## src/rtl/gcnt_pkg.sv

```systemverilog
package gcnt_pkg;

   // Selected action of the next-state logic, in priority order.
   typedef enum logic [1:0] {
      GC_LOAD = 2'd0,
      GC_STEP = 2'd1,
      GC_HOLD = 2'd2
   } gc_action_e;

   function automatic gc_action_e gc_decode(input logic load_n, input logic en);
      if (!load_n)
         return GC_LOAD;
      else if (en)
         return GC_STEP;
      else
         return GC_HOLD;
   endfunction

endpackage

```

## src/rtl/gcnt_next.sv

```systemverilog
module gcnt_next
   import gcnt_pkg::*;
#(
   parameter int WIDTH = 4
) (
   input  logic [WIDTH-1:0] cur,
   input  logic [WIDTH-1:0] din,
   input  logic             load_n,
   input  logic             en,
   input  logic             up,
   output logic [WIDTH-1:0] nxt
);

   localparam int HI = WIDTH - 1;

   gc_action_e              action;
   logic       [WIDTH-1:0]  step_const;

   // Up adds one; down adds the all-ones pattern (minus one).
   assign step_const = {{HI{~up}}, 1'b1};
   assign action     = gc_decode(load_n, en);

   always_comb begin
      nxt = cur;
      unique case (action)
         GC_LOAD: nxt = din;
         GC_STEP: nxt = cur + step_const;
         GC_HOLD: nxt = cur;
         default: nxt = cur;
      endcase
   end

endmodule

```

## src/rtl/gcnt_reg.sv

```systemverilog
module gcnt_reg #(
   parameter int WIDTH = 4
) (
   input  logic             clk,
   input  logic             rst,
   input  logic [WIDTH-1:0] d,
   output logic [WIDTH-1:0] q
);

   for (genvar b = 0; b < WIDTH; b++) begin : g_bit
      always_ff @(posedge clk) begin
         if (rst)
            q[b] <= 1'b0;
         else
            q[b] <= d[b];
      end
   end

endmodule

```

## src/rtl/gcnt_bin2gray.sv

```systemverilog
module gcnt_bin2gray #(
   parameter int WIDTH = 4
) (
   input  logic [WIDTH-1:0] bin,
   output logic [WIDTH-1:0] gray
);

   localparam int MSB = WIDTH - 1;

   assign gray[MSB] = bin[MSB];

   for (genvar b = 0; b < MSB; b++) begin : g_xor
      assign gray[b] = bin[b] ^ bin[b+1];
   end

endmodule

```

## src/rtl/updn_gray_counter.sv

```systemverilog
module updn_gray_counter #(
   parameter int WIDTH = 4
) (
   input  logic             clk,
   input  logic             rst,
   input  logic             load_n,
   input  logic             en,
   input  logic             up,
   input  logic [WIDTH-1:0] din,
   output logic [WIDTH-1:0] count_q,
   output logic [WIDTH-1:0] gray_q
);

   initial begin
      assert (WIDTH >= 2) else $error("updn_gray_counter: WIDTH must be at least 2");
   end

   logic [WIDTH-1:0] count_d;
   logic [WIDTH-1:0] gray_d;

   gcnt_next #(.WIDTH(WIDTH)) u_next (
      .cur    (count_q),
      .din    (din),
      .load_n (load_n),
      .en     (en),
      .up     (up),
      .nxt    (count_d)
   );

   gcnt_reg #(.WIDTH(WIDTH)) u_count_reg (
      .clk (clk),
      .rst (rst),
      .d   (count_d),
      .q   (count_q)
   );

   gcnt_bin2gray #(.WIDTH(WIDTH)) u_b2g (
      .bin  (count_q),
      .gray (gray_d)
   );

   gcnt_reg #(.WIDTH(WIDTH)) u_gray_reg (
      .clk (clk),
      .rst (rst),
      .d   (gray_d),
      .q   (gray_q)
   );

endmodule

```

## config.mk

```make
export PLATFORM = sky130hd
export DESIGN_NAME = updn_gray_counter
export DESIGN_NICKNAME = d
export VERILOG_FILES = /design/src/rtl/gcnt_pkg.sv /design/src/rtl/gcnt_next.sv /design/src/rtl/gcnt_reg.sv /design/src/rtl/gcnt_bin2gray.sv /design/src/rtl/updn_gray_counter.sv
export SDC_FILE = /design/constraint.sdc
export NUM_CORES = 1
export LEC_CHECK = 0
export ABC_AREA = 1
export CORE_AREA = 3 3 40 42
export CTS_CLUSTER_SIZE = 8
export DETAILED_ROUTE_END_ITERATION = 10
export DIE_AREA = 0 0 43 45
export HOLD_SLACK_MARGIN = 0.02
export PLACE_DENSITY = 0.74
export SLEW_MARGIN = 20
export SYNTH_ARGS = -nofsm -noshare
export SYNTH_HDL_FRONTEND = slang
export SYNTH_SLANG_ARGS = --single-unit
```

## constraint.sdc

```tcl
create_clock -name clk -period 1.2 [get_ports clk]
set_input_delay 0.24 -clock clk [delete_from_list [all_inputs] [get_ports clk]]
set_output_delay 0.24 -clock clk [all_outputs]
set_load 0.01 [all_outputs]
```

=== Yosys cells after proc, flatten, opt, wreduce, memory -nomap -nowiden ===
Index checks and enable logic that the tools add are counted.

* Word-level logic and storage cells: 19
* Output and inout port bits: 8
* Bits in registers: 8
* Bits of input ports: 9

* Multiplexer cells: 3
* Equal/unequal tests: 1
* Bitwise gates (word level): 4
* $add $sub $neg: 1
* Reductions and logical operators: 2

{| class="wikitable"
|+ Operator list
! cell !! number
|-
| 4-bit case mux with 2 select lines || 1
|-
| 4-bit adder || 1
|-
| 2-bit two-way mux || 2
|-
| 1-bit bitwise XOR || 3
|-
| 2-bit by 1-bit equality test with 1-bit output, second input constant || 1
|-
| 2-bit zero test || 1
|-
| 2-bit nonzero test || 1
|-
| 1-bit NOT || 1
|}

=== Longest topological paths before layout ===
Gate-level depths: netlist of run 1.

* Word-level depth: 4
* Depth in mapped cells: 8
* Gate-level depth less buffers: 8

=== Hierarchy ===
Synthesis of run 1 repeated with hierarchy kept, for this count alone.

* Cells, all modules: 75
* Area, all modules: 474.2 µm²

{| class="wikitable"
|+ Modules (own cells, without submodules)
! module !! cells an instance !! times used !! seq. area each (µm²) !! area each (µm²)
|-
| gcnt_reg || 12 || 2 || 80.1 || 110.1
|-
| gcnt_next || 37 || 1 || 0.0 || 197.7
|-
| gcnt_bin2gray || 14 || 1 || 0.0 || 56.3
|}

=== Least setup slack after synthesis of run 1 ===
No wires, ideal clock.

* Kind: register -> register
* From: register u_count_reg.q[2]
* To: register u_count_reg.q[3]
* Buffers on the path: 0
* Library setup time: 0.113 ns
* Cell stages (with the launch flop): 7
* Clock period less this slack: 1.271 ns
* Data required time: 1.087 ns
* Setup slack: -0.071 ns
* Arrival time: 1.158 ns
* Path through: dfxtp_1 ha_1 or2_0 nand2_1 nand2_1 nand3_2 a21oi_2

* Word-level cells in the longest chain between the ends: 2

{| class="wikitable"
|+ RTL lines
! what !! line !! text
|-
| start: declaration || gcnt_reg.sv:7 || <nowiki>output logic [WIDTH-1:0] q</nowiki>
|-
| start signal: indexed assignment || gcnt_reg.sv:15 || <nowiki>q[b] <= d[b];</nowiki>
|-
| 4-bit adder || gcnt_next.sv:27 || <nowiki>GC_STEP: nxt = cur + step_const;</nowiki>
|-
| 4-bit case mux with 2 select lines || gcnt_next.sv:25 || <nowiki>unique case (action)</nowiki>
|}

No other way between the ends.
A chain may end at the register's enable or synchronous reset.

=== Worst setup path in the final report of run 1 ===
* From: register u_count_reg.q[0]
* To: register u_count_reg.q[1]

Same word-level chain as after synthesis.

==> results of run 1 <==
## critical path, delay by kind of cell (launching register included)
family	cells	cell delay (ps)
fa+ha+maj	1	530
compound gates	1	70
simple gates	2	120
buf+inv	1	50
flops	1	330
## power by group
| part | leakage [nW] | total, mW | switching (mW) | internal [mW] |
|---|---|---|---|---|
| clock network | 0.0138 | 0.201 | 0.0868 | 0.114 |
| registers | 0.0673 | 0.303 | 0.0142 | 0.289 |
| logic | 0.294 | 0.216 | 0.101 | 0.115 |
| total | 0.375 | 0.720 | 0.202 | 0.518 |
## cell usage in the layout, fill, tap and decap left out
cell type	synthesis	routed
nand2_1	12	12
inv_1	12	11
dlygate4sd2_1	0	8
nor2_1	7	7
clkdlybuf4s50_1	0	7
buf_4	2	7
dfxtp_1	8	5
inv_2	2	3
nand3_1	3	3
xnor2_1	3	3
clkbuf_4	0	3
a21oi_1	2	2
o22ai_1	2	2
o21ai_0	2	2
dfxtp_2	0	2
nand2_2	1	1
or2_0	1	1
nand3_2	1	1
a21oi_2	1	1
xor2_1	1	1
o211ai_1	1	1
fa_2	0	1
ha_1	2	1
ha_4	0	1
clkbuf_2	0	1
dfxtp_4	0	1
## cell type report
cell class / instances / area, sq um / area share, %
repair buffers: 23 / 198 / 27.8
multi-input cells: 40 / 253 / 35.6
inverters: 14 / 52.6 / 7.39
flip-flops and latches: 8 / 166 / 23.4
clock buffers: 3 / 22.5 / 3.17
well taps: 15 / 18.8 / 2.64
## per-stage QoR
step                      hold WS, ps  instances  power [mW]  worst slack (ps)  area [sq um]
after detailed placement          543        100       0.535              -555           686
after floorplan                   302         64       0.426              10.7           469
after global routing              516        103       0.775             -3.05           711
after CTS                         580        103       0.731              26.1           712
final                             459        103       0.720              35.3           711
after global placement            529        100       0.531              -520           686
## per-layer routing
metal	global-route usage [%]	up-vias
met3	2.39	4
met1	12.9	202
met4	7.23	0
met5	0	-
li1	-	245
met2	22.8	12
## sequential cells by signal, summed over array words and instances (netlist names)
register,count
u_count_reg.q,4
u_gray_reg.q,4
## kinds of logic after synthesis
kind of cell               count (synthesis)  share of synthesized area, %
DFF                                        8                          34.4
and+or+nand+nor                           25                          23.4
AOI/OAI and AO/OA                          8                          10.5
adders and majority gates                  3                          9.68
xor gates and xnor gates                   4                          7.53
buffers and inverters                     16                          14.5
## final timing paths
| path | endpoint | slack (ps) | cells after the start |
|---|---|---|---|
| hold reg to reg | u_gray_reg.q[2] | 550 | 2 |
| setup / recovery | u_count_reg.q[1] | 40 | 5 |
| setup reg to reg | u_count_reg.q[1] | 40 | 5 |
| hold / removal | u_count_reg.q[3] | 460 | 6 |
==> results.py, run 1 <==
metrics = {
    "setup_path": {
        "crit_top_cell": "nand2_1",
        "rr_startpoint": "u_count_reg.q[0]",
        "end_kind": "flop",
        "slowest_stage": "fa_2",
        "arrival_ps": 1350,
        "crit_path_max_fanout": 3,
        "crit_type": "reg2reg",
        "crit_path_start_kind": "flop",
        "slowest_delay_ps": 530,
        "crit_path_start": "u_count_reg.q[0]",
        "worstPathCellList": "fa_2 > nand2_1 > o211ai_1 > nand2_1 > inv_1",
        "cp_data_required_time_ps": 1390,
    },
    "placed_design": {
        "detailed_place_hpwl_um": 818,
        "gp_congestion": 0.751,
        "port_buffers": 16,
    },
    "outcome": {
        "status": "finished clean",
    },
    "detailed_routing": {
        "drt-met1-wl_um": 411,
        "highest_layer": "met4",
        "vias": 463,
        "routed_wl_um": 993,
        "viasPerCell": 4.50,
        "drt-pass1-iter-count": 2,
        "ant_nets": 0,
        "drt_iter0_markers": 2,
        "wl_per_cell_um": 9.64,
        "met2_length_um": 512,
        "drc": 0,
        "wl_met3_um": 44,
    },
    "grt": {
        "grt_pass1_vias": 455,
        "grt_pass1_wl_mm": 1.74,
        "grt_antenna_before_repair": 0,
        "grt_max_degree": 8,
        "gr-total-overflow": 0,
        "track_usage_pct": 12.3,
    },
    "yosys": {
        "synth_area_sq_um": 465,
        "ys.flop_type": "dfxtp_1",
        "yosys.area.top_type_share_pct": 34.4,
        "synth.area.top_cells": "dfxtp_1 34%, inv_1 9.7%, nand2_1 9.7%, nor2_1 5.6%, xnor2_1 5.6%",
        "synth_cell_types": 19,
        "synth_enable_flop_cells": 0,
        "async_reset_ff_share_pct": 0,
        "synth_commonest_cells": "12 x inv_1, 12 x nand2_1, 8 x dfxtp_1",
        "synth_nets": 76,
        "syn_inst": 64,
        "seq_area_frac_synth_pct": 34.4,
        "post-synth-top-area-cell": "dfxtp_1",
        "yosysWarningCount": 0,
        "ys_ff_latch": 8,
        "synth_area_per_cell_sq_um": 7.27,
    },
    "timing": {
        "finalHoldViolations": 0,
        "fin_tns_setup_ps": 0,
        "slew_headroom_pct": 85.7,
        "min_period_over_period_pct": 97.1,
        "tightest_slew_ps": 213,
        "fmax_mhz": 859,
        "rsz0062_at_grt": "true",
        "clock_skew_ps": 5.58,
        "setup_viol": 0,
        "period_needed_ps": 1160,
        "maxSlewViolCount": 0,
    },
    "power_and_ir_drop": {
        "p_per_area_nw_per_um2": 1010,
        "p_leak_nw": 0.375,
        "ir_worst_vdd_v": 0.000303,
    },
    "floorplanning": {
        "fp.dieW_um": 43,
        "start_util_pct": 36.2,
        "io_pins": 17,
        "die_area_sq_um": 1940,
        "core_area_sq_um": 1280,
        "rows": 13,
        "die_h_um": 45,
    },
    "cts": {
        "clock-root-buffer": "clkbuf_4",
        "clock_path_buffers": 2,
        "cts_tree": "done",
        "clkSlewWorstSetupHoldPaths_ps": 50,
        "ctsHoldBuffers": 0,
        "insertion_delay_ps": 250,
        "h-tree-depth": 1,
        "post-cts-setup-buffer-count": 0,
        "cts_resized": 12,
        "cts_inserted_buffers": 3,
        "clock_sinks": 8,
    },
    "finish": {
        "syn_to_final_growth_pct": 52.7,
        "fin_util_pct": 55.3,
        "fillCellCount": 127,
        "nets": 102,
        "drive_above_1_share_pct": 25.0,
        "antenna_cells": 0,
    },
    "min_path": {
        "min_from": "up",
        "hp-class": "in2reg",
    },
    "run": {
        "maxCapViolCount": 0,
    },
}
No activity file was read; power rests on OpenSTA's default activity.
==> inputs of run 2 (changes only) <==
--- a/config.mk
+++ b/config.mk
@@ -6,10 +6,12 @@
 export NUM_CORES = 1
 export LEC_CHECK = 0
 export ABC_AREA = 1
+export CAP_MARGIN = 30
 export CORE_AREA = 3 3 40 42
 export CTS_CLUSTER_SIZE = 8
 export DETAILED_ROUTE_END_ITERATION = 10
 export DIE_AREA = 0 0 43 45
+export GPL_TIMING_DRIVEN = 0
 export HOLD_SLACK_MARGIN = 0.02
 export PLACE_DENSITY = 0.74
 export SLEW_MARGIN = 20
==> run 2 against run 1 <==
Net effect: wire length decreased by 7.0%; first-iteration DRC count is 100% higher; cell area is 3.3% lower; utilization is 1.8 points lower; clock skew is 4.7 ps lower; clock-buffer cell count unchanged; register-to-register slack got worse by 20 ps; via count fell by 5.2%; non-clock buffer count down 4; die area unchanged; critical path type unchanged; critical endpoint unchanged; largest cell class unchanged.
==> results.py, run 2 (synthesis gave the netlist of run 1 again) <==
metrics = {
    "finish": {
        "syn_to_final_growth_pct": 47.6,
        "fillCellCount": 132,
        "top_regs": "u_count_reg.q x4, u_gray_reg.q x4",
        "antenna_cells": 0,
        "layout_commonest_cell": "nand2_1",
        "mostFrequentLayoutCells": "12 x nand2_1, 11 x inv_1, 8 x dlygate4sd2_1",
        "final_cell_area_sq_um": 687,
        "nets": 98,
        "drive_above_1_share_pct": 23.8,
    },
    "placed_design": {
        "preCtsSetupSlack_ps": -561,
        "detailed_place_hpwl_um": 736,
        "port_buffers": 15,
        "dpl-instance-area_sq_um": 638,
        "gp_congestion": 0.798,
    },
    "power_and_ir_drop": {
        "ir_worst_vdd_v": 0.000316,
        "p_per_area_nw_per_um2": 1020,
        "p_leak_nw": 0.356,
    },
    "floorplanning": {
        "fp.dieW_um": 43,
        "die_h_um": 45,
        "rows": 13,
        "core_area_sq_um": 1280,
        "die_area_sq_um": 1940,
        "start_util_pct": 36.2,
        "io_pins": 17,
    },
    "detailed_routing": {
        "drc": 0,
        "ant_nets": 0,
        "wl_per_cell_um": 9.32,
        "drt_iter0_markers": 4,
        "vias": 439,
        "drt-pass1-iter-count": 4,
        "viasPerCell": 4.43,
        "routed_wl_um": 923,
    },
    "timing": {
        "finalHoldViolations": 0,
        "fin_ws_ps": 13.4,
        "tightest_slew_ps": 268,
        "fmax_mhz": 843,
        "slew_headroom_pct": 82.1,
        "fin_tns_setup_ps": 0,
        "rsz0062_at_grt": "true",
        "min_period_over_period_pct": 98.9,
        "maxSlewViolCount": 0,
        "clock_skew_ps": 0.906,
        "period_needed_ps": 1190,
        "whs_ps": 352,
        "setup_viol": 0,
    },
    "cts": {
        "clock_path_buffers": 2,
        "clock_sinks": 8,
        "insertion_delay_ps": 240,
        "cts_inserted_buffers": 3,
        "clkSlewWorstSetupHoldPaths_ps": 50,
        "ctsHoldBuffers": 0,
        "clock-root-buffer": "clkbuf_4",
        "cts_tree": "done",
        "h-tree-depth": 1,
    },
    "run": {
        "maxCapViolCount": 0,
    },
    "setup_path": {
        "crit_path_start_kind": "flop",
        "cp_data_required_time_ps": 1390,
        "crit_type": "reg2reg",
        "crit_path_max_fanout": 4,
        "arrival_ps": 1370,
        "end_kind": "flop",
    },
    "grt": {
        "gr-total-overflow": 0,
        "track_usage_pct": 9.92,
        "grt_antenna_before_repair": 0,
        "grt_max_degree": 9,
        "grt_pass1_wl_mm": 1.39,
        "grt_pass1_vias": 361,
    },
    "outcome": {
        "status": "finished clean",
    },
    "min_path": {
        "hp-class": "in2reg",
    },
}
==> run 2: cell count changes in the layout (fill, tap and decap cells not counted), sizes merged <==
cell and delta:
clkdlybuf4s50 -1, buf -2, clkbuf -1
==> run 2: critical path: stages (launching register included) <==
cell      delay (ps)
dfxtp_4          360
fa_2             520
nand2_1           50
o211ai_1          80
nand2_1           70
inv_1             50
==> run 2: stage by stage <==
step | utilization, % | cells | power (mW)
floorplan | - | 64 | 0.426
global placement | 49.7 | 94 | 0.507
detailed placement | 49.7 | 94 | 0.512
CTS | 52.7 | 98 | 0.707
global route | 53.5 | 99 | 0.744
finish | 53.5 | 99 | 0.699
==> run 2: routing by layer <==
metal,global-route usage [%],up-vias,wire [um]
met5,0,-,0
met2,15.6,12,457
met1,11.1,186,392
met3,2.39,2,50
met4,9.04,0,23
li1,-,239,-
==> run 2: worst paths after layout <==
| path | startpoint | end | slack, ps | cells past startpoint |
|---|---|---|---|---|
| setup / recovery | u_count_reg.q[0] | u_count_reg.q[1] | 10 | 5 |
| setup reg to reg | u_count_reg.q[0] | u_count_reg.q[1] | 10 | 5 |
| hold reg to reg | u_count_reg.q[3] | u_gray_reg.q[3] | 480 | 2 |
| hold / removal | load_n | u_count_reg.q[1] | 350 | 4 |
==> run 2: timing repair <==
| action | CTS | global route |
|---|---|---|
| endpoints found under the setup margin | 11 | 4 |
| gates cloned | 0 | 0 |
| gates resized for setup | 16 | 1 |
| endpoints found under the hold margin | 0 | 0 |
| setup buffers | 1 | 1 |
==> run 2: cell type report <==
class | instances | area, sq um | area share (%)
plain buffers | 2 | 15.0 | 2.19
clock buffers | 3 | 22.5 | 3.28
inverters | 14 | 52.6 | 7.65
multi-input cells | 40 | 253 | 36.8
flip-flops and latches | 8 | 173 | 25.1
well taps | 15 | 18.8 | 2.73
repair buffers | 17 | 153 | 22.2
==> run 2: where the power goes <==
part / switching, mW / internal (mW) / total [mW] / leakage [nW]
sequential: 0.0193 / 0.288 / 0.307 / 0.0683
combinational: 0.0904 / 0.105 / 0.195 / 0.274
clock: 0.0824 / 0.114 / 0.196 / 0.0138
total: 0.192 / 0.507 / 0.699 / 0.356
==> inputs of run 3 (changes only) <==
--- a/config.mk
+++ b/config.mk
@@ -5,7 +5,7 @@
 export SDC_FILE = /design/constraint.sdc
 export NUM_CORES = 1
 export LEC_CHECK = 0
-export ABC_AREA = 1
+export ABC_AREA = 0
 export CAP_MARGIN = 30
 export CORE_AREA = 3 3 40 42
 export CTS_CLUSTER_SIZE = 8
@@ -13,8 +13,7 @@
 export DIE_AREA = 0 0 43 45
 export GPL_TIMING_DRIVEN = 0
 export HOLD_SLACK_MARGIN = 0.02
-export PLACE_DENSITY = 0.74
-export SLEW_MARGIN = 20
+export PLACE_DENSITY = 0.71
 export SYNTH_ARGS = -nofsm -noshare
 export SYNTH_HDL_FRONTEND = slang
 export SYNTH_SLANG_ARGS = --single-unit
==> run 3 against run 2 <==
Net effect: synthesized cell count is 30% lower; die area stayed put; clock power is 11% higher; critical path type unchanged; the run now ends with negative setup slack left; hold slack worse by 150 ps; area after synthesis is 7.0% lower; register-to-register slack worse by 130 ps; largest cell class unchanged; highest routed layer unchanged.
==> results.py, run 3 <==
metrics = {
    "yosys": {
        "synth_enable_flop_cells": 0,
        "synth.area.top_cells": "dfxtp_1 37%, xnor2_1 12%, nor2_1 6.1%, ha_1 5.8%, a211oi_1 5.2%",
        "ys_ff_latch": 8,
        "syn_inst": 45,
        "seq_area_frac_synth_pct": 37.0,
        "synth_commonest_cells": "8 x dfxtp_1, 7 x nor2_1, 6 x xnor2_1",
        "post-synth-top-area-cell": "dfxtp_1",
        "synth_nets": 57,
        "ys.flop_type": "dfxtp_1",
        "synth_cell_types": 20,
        "synthXorXnorAreaFrac_pct": 12.1,
        "synthMuxAreaShare_pct": 2.31,
        "synth_area_per_cell_sq_um": 9.62,
        "async_reset_ff_share_pct": 0,
        "yosys.area.top_type_share_pct": 37.0,
        "yosysWarningCount": 0,
        "synthAdderAreaFrac_pct": 10.4,
        "synth.most_common_cell": "dfxtp_1",
        "synth-simple-area-share_pct": 14.5,
        "synth_top_family_by_area": "compound AO/OA/AOI/OAI gates",
        "synth_compound_area_share_pct": 15.3,
        "synth_area_sq_um": 433,
    },
    "power_and_ir_drop": {
        "p_switching_mw": 0.211,
        "p_leak_nw": 0.275,
        "pwr-share-comb_pct": 29.2,
        "power_mw": 0.753,
        "ir_worst_vdd_v": 0.000343,
        "p_sw_share_pct": 28.1,
        "power.internal_mw": 0.542,
        "p_per_area_nw_per_um2": 1110,
        "p_clk_share_pct": 28.9,
        "sequentialPowerShare_pct": 41.9,
    },
    "detailed_routing": {
        "vias": 382,
        "wl_per_cell_um": 12.1,
        "routed_wl_um": 956,
        "drt-pass1-iter-count": 4,
        "viasPerCell": 4.84,
        "ant_nets": 0,
        "drt_iter0_markers": 10,
        "drc": 0,
    },
    "finish": {
        "top_regs": "u_count_reg.q x4, u_gray_reg.q x4",
        "antenna_cells": 0,
        "fin_util_pct": 52.6,
        "mostFrequentLayoutCells": "7 x nor2_1, 7 x dlygate4sd2_1, 6 x xnor2_1",
        "stdcell_count": 79,
        "nets": 77,
        "drive_above_1_share_pct": 35.9,
        "syn_to_final_growth_pct": 56.1,
        "fillCellCount": 134,
        "final_cell_area_sq_um": 676,
    },
    "setup_path": {
        "crit_path_max_fanout": 6,
        "r2r_slack_ps": -110,
        "crit_path_start_kind": "flop",
        "worstReg2RegEnd": "u_count_reg.q[2]",
        "rr_startpoint": "u_count_reg.q[1]",
        "cp_data_required_time_ps": 1380,
        "end_kind": "flop",
        "crit_type": "reg2reg",
        "arrival_ps": 1490,
        "r2r_cells": 4,
    },
    "cts": {
        "h-tree-depth": 1,
        "clock_sinks": 8,
        "cts_tree": "done",
        "clkSlewWorstSetupHoldPaths_ps": 60,
        "clock_path_buffers": 2,
        "cts_inserted_buffers": 3,
        "clock-root-buffer": "clkbuf_4",
        "insertion_delay_ps": 250,
    },
    "outcome": {
        "status": "complete, but fails checks",
        "violations": "negative setup slack",
    },
    "grt": {
        "track_usage_pct": 10.3,
        "grt_antenna_before_repair": 0,
        "grt_max_degree": 11,
        "grt_pass1_vias": 322,
        "gr-total-overflow": 0,
        "grt_pass1_wl_mm": 1.43,
    },
    "floorplanning": {
        "fp.dieW_um": 43,
        "die_area_sq_um": 1940,
        "rows": 13,
        "core_area_sq_um": 1280,
        "start_util_pct": 33.7,
        "io_pins": 17,
        "die_h_um": 45,
    },
    "placed_design": {
        "gp_congestion": 0.723,
        "port_buffers": 13,
        "dp.cells": 73,
        "detailed_place_hpwl_um": 661,
        "preCtsSetupSlack_ps": -606,
        "dpl-instance-area_sq_um": 607,
    },
    "run": {
        "maxCapViolCount": 0,
    },
    "timing": {
        "setup_viol": 3,
        "fin_ws_ps": -112,
        "period_needed_ps": 1310,
        "maxSlewViolCount": 0,
        "rsz0062_at_grt": "true",
        "min_period_over_period_pct": 109,
        "slew_headroom_pct": 80.4,
        "finalHoldViolations": 0,
        "fin_tns_setup_ps": -231,
        "whs_ps": 206,
        "fmax_mhz": 762,
        "clock_skew_ps": 9.25,
        "tightest_slew_ps": 292,
    },
    "min_path": {
        "min_from": "rst",
        "hp-class": "in2reg",
        "whs_path_depth": 2,
        "min_to": "u_count_reg.q[1]",
    },
}
-- run 3: cell types whose count changed after synthesis, sizes merged, moves of 3 or more --
cell	previous run	this run
nand2	13	2
nand3	4	1
a211oi	0	3
xnor2	3	6
inv	14	2
-- run 3: per-layer routing --
layer	part of all wire (%)	vias up	GRT usage [%]	routed length (um)
met5	0	-	0	0
met4	1.7	0	9.04	16
met3	5.0	2	1.20	48
met2	49	9	14.7	467
met1	44	181	13.6	423
li1	-	190	-	-
-- run 3: worst max-delay path: stages, from the launching register on --
cell and delay (ps):
dfxtp_4 370, fa_2 340, xnor2_1 130, a211o_1 260, a21oi_1 140
-- run 3: cells by family (layout without fill, tap and decap cells) --
| family | count (synthesis) | in the layout |
|---|---|---|
| adder cells (fa/ha/maj) | 3 | 3 |
| buffers and inverters | 6 | 25 |
| AO/OA/AOI/OAI | 8 | 8 |
| flip-flops | 8 | 8 |
| AND/OR/NAND/NOR | 13 | 13 |
| XOR/XNOR | 6 | 6 |
| multiplexers | 1 | 1 |
-- run 3: what timing repair did --
| item | 4_1_cts | 5_1_grt |
|---|---|---|
| hold endpoints to repair | 0 | 0 |
| gates resized for setup | 18 | 5 |
| buffers inserted | 2 | 0 |
| pin swaps | 4 | 3 |
| endpoints found under the setup margin | 11 | 4 |
| hold buffers | 0 | 0 |
-- run 3: how the worst max path moves through the flow --
stage                            end  cells after the start             start
floorplan           u_count_reg.q[2]                      4  u_count_reg.q[0]
global placement    u_count_reg.q[2]                      6                up
detailed placement  u_count_reg.q[2]                      6                up
CTS                 u_count_reg.q[3]                      4  u_count_reg.q[2]
global route        u_count_reg.q[2]                      4  u_count_reg.q[1]
finish              u_count_reg.q[2]                      4  u_count_reg.q[1]
-- run 3: area by class of cell --
class,instances,area (sq um),share of cell area [%]
multi-input combinational,31,293,43.3
sequential,8,175,25.9
timing repair buffer,15,126,18.7
buffer,4,28.8,4.26
clock buffer,4,26.3,3.89
tap,15,18.8,2.78
inverter,2,7.51,1.11
-- run 3: power by group through the flow --
stage	sequential [mW]	combinational [mW]	clock, mW
floorplan	0.333	0.113	0
global placement	0.326	0.201	0
detailed placement	0.327	0.205	0
CTS	0.315	0.208	0.228
global route	0.319	0.243	0.233
finish	0.315	0.220	0.217
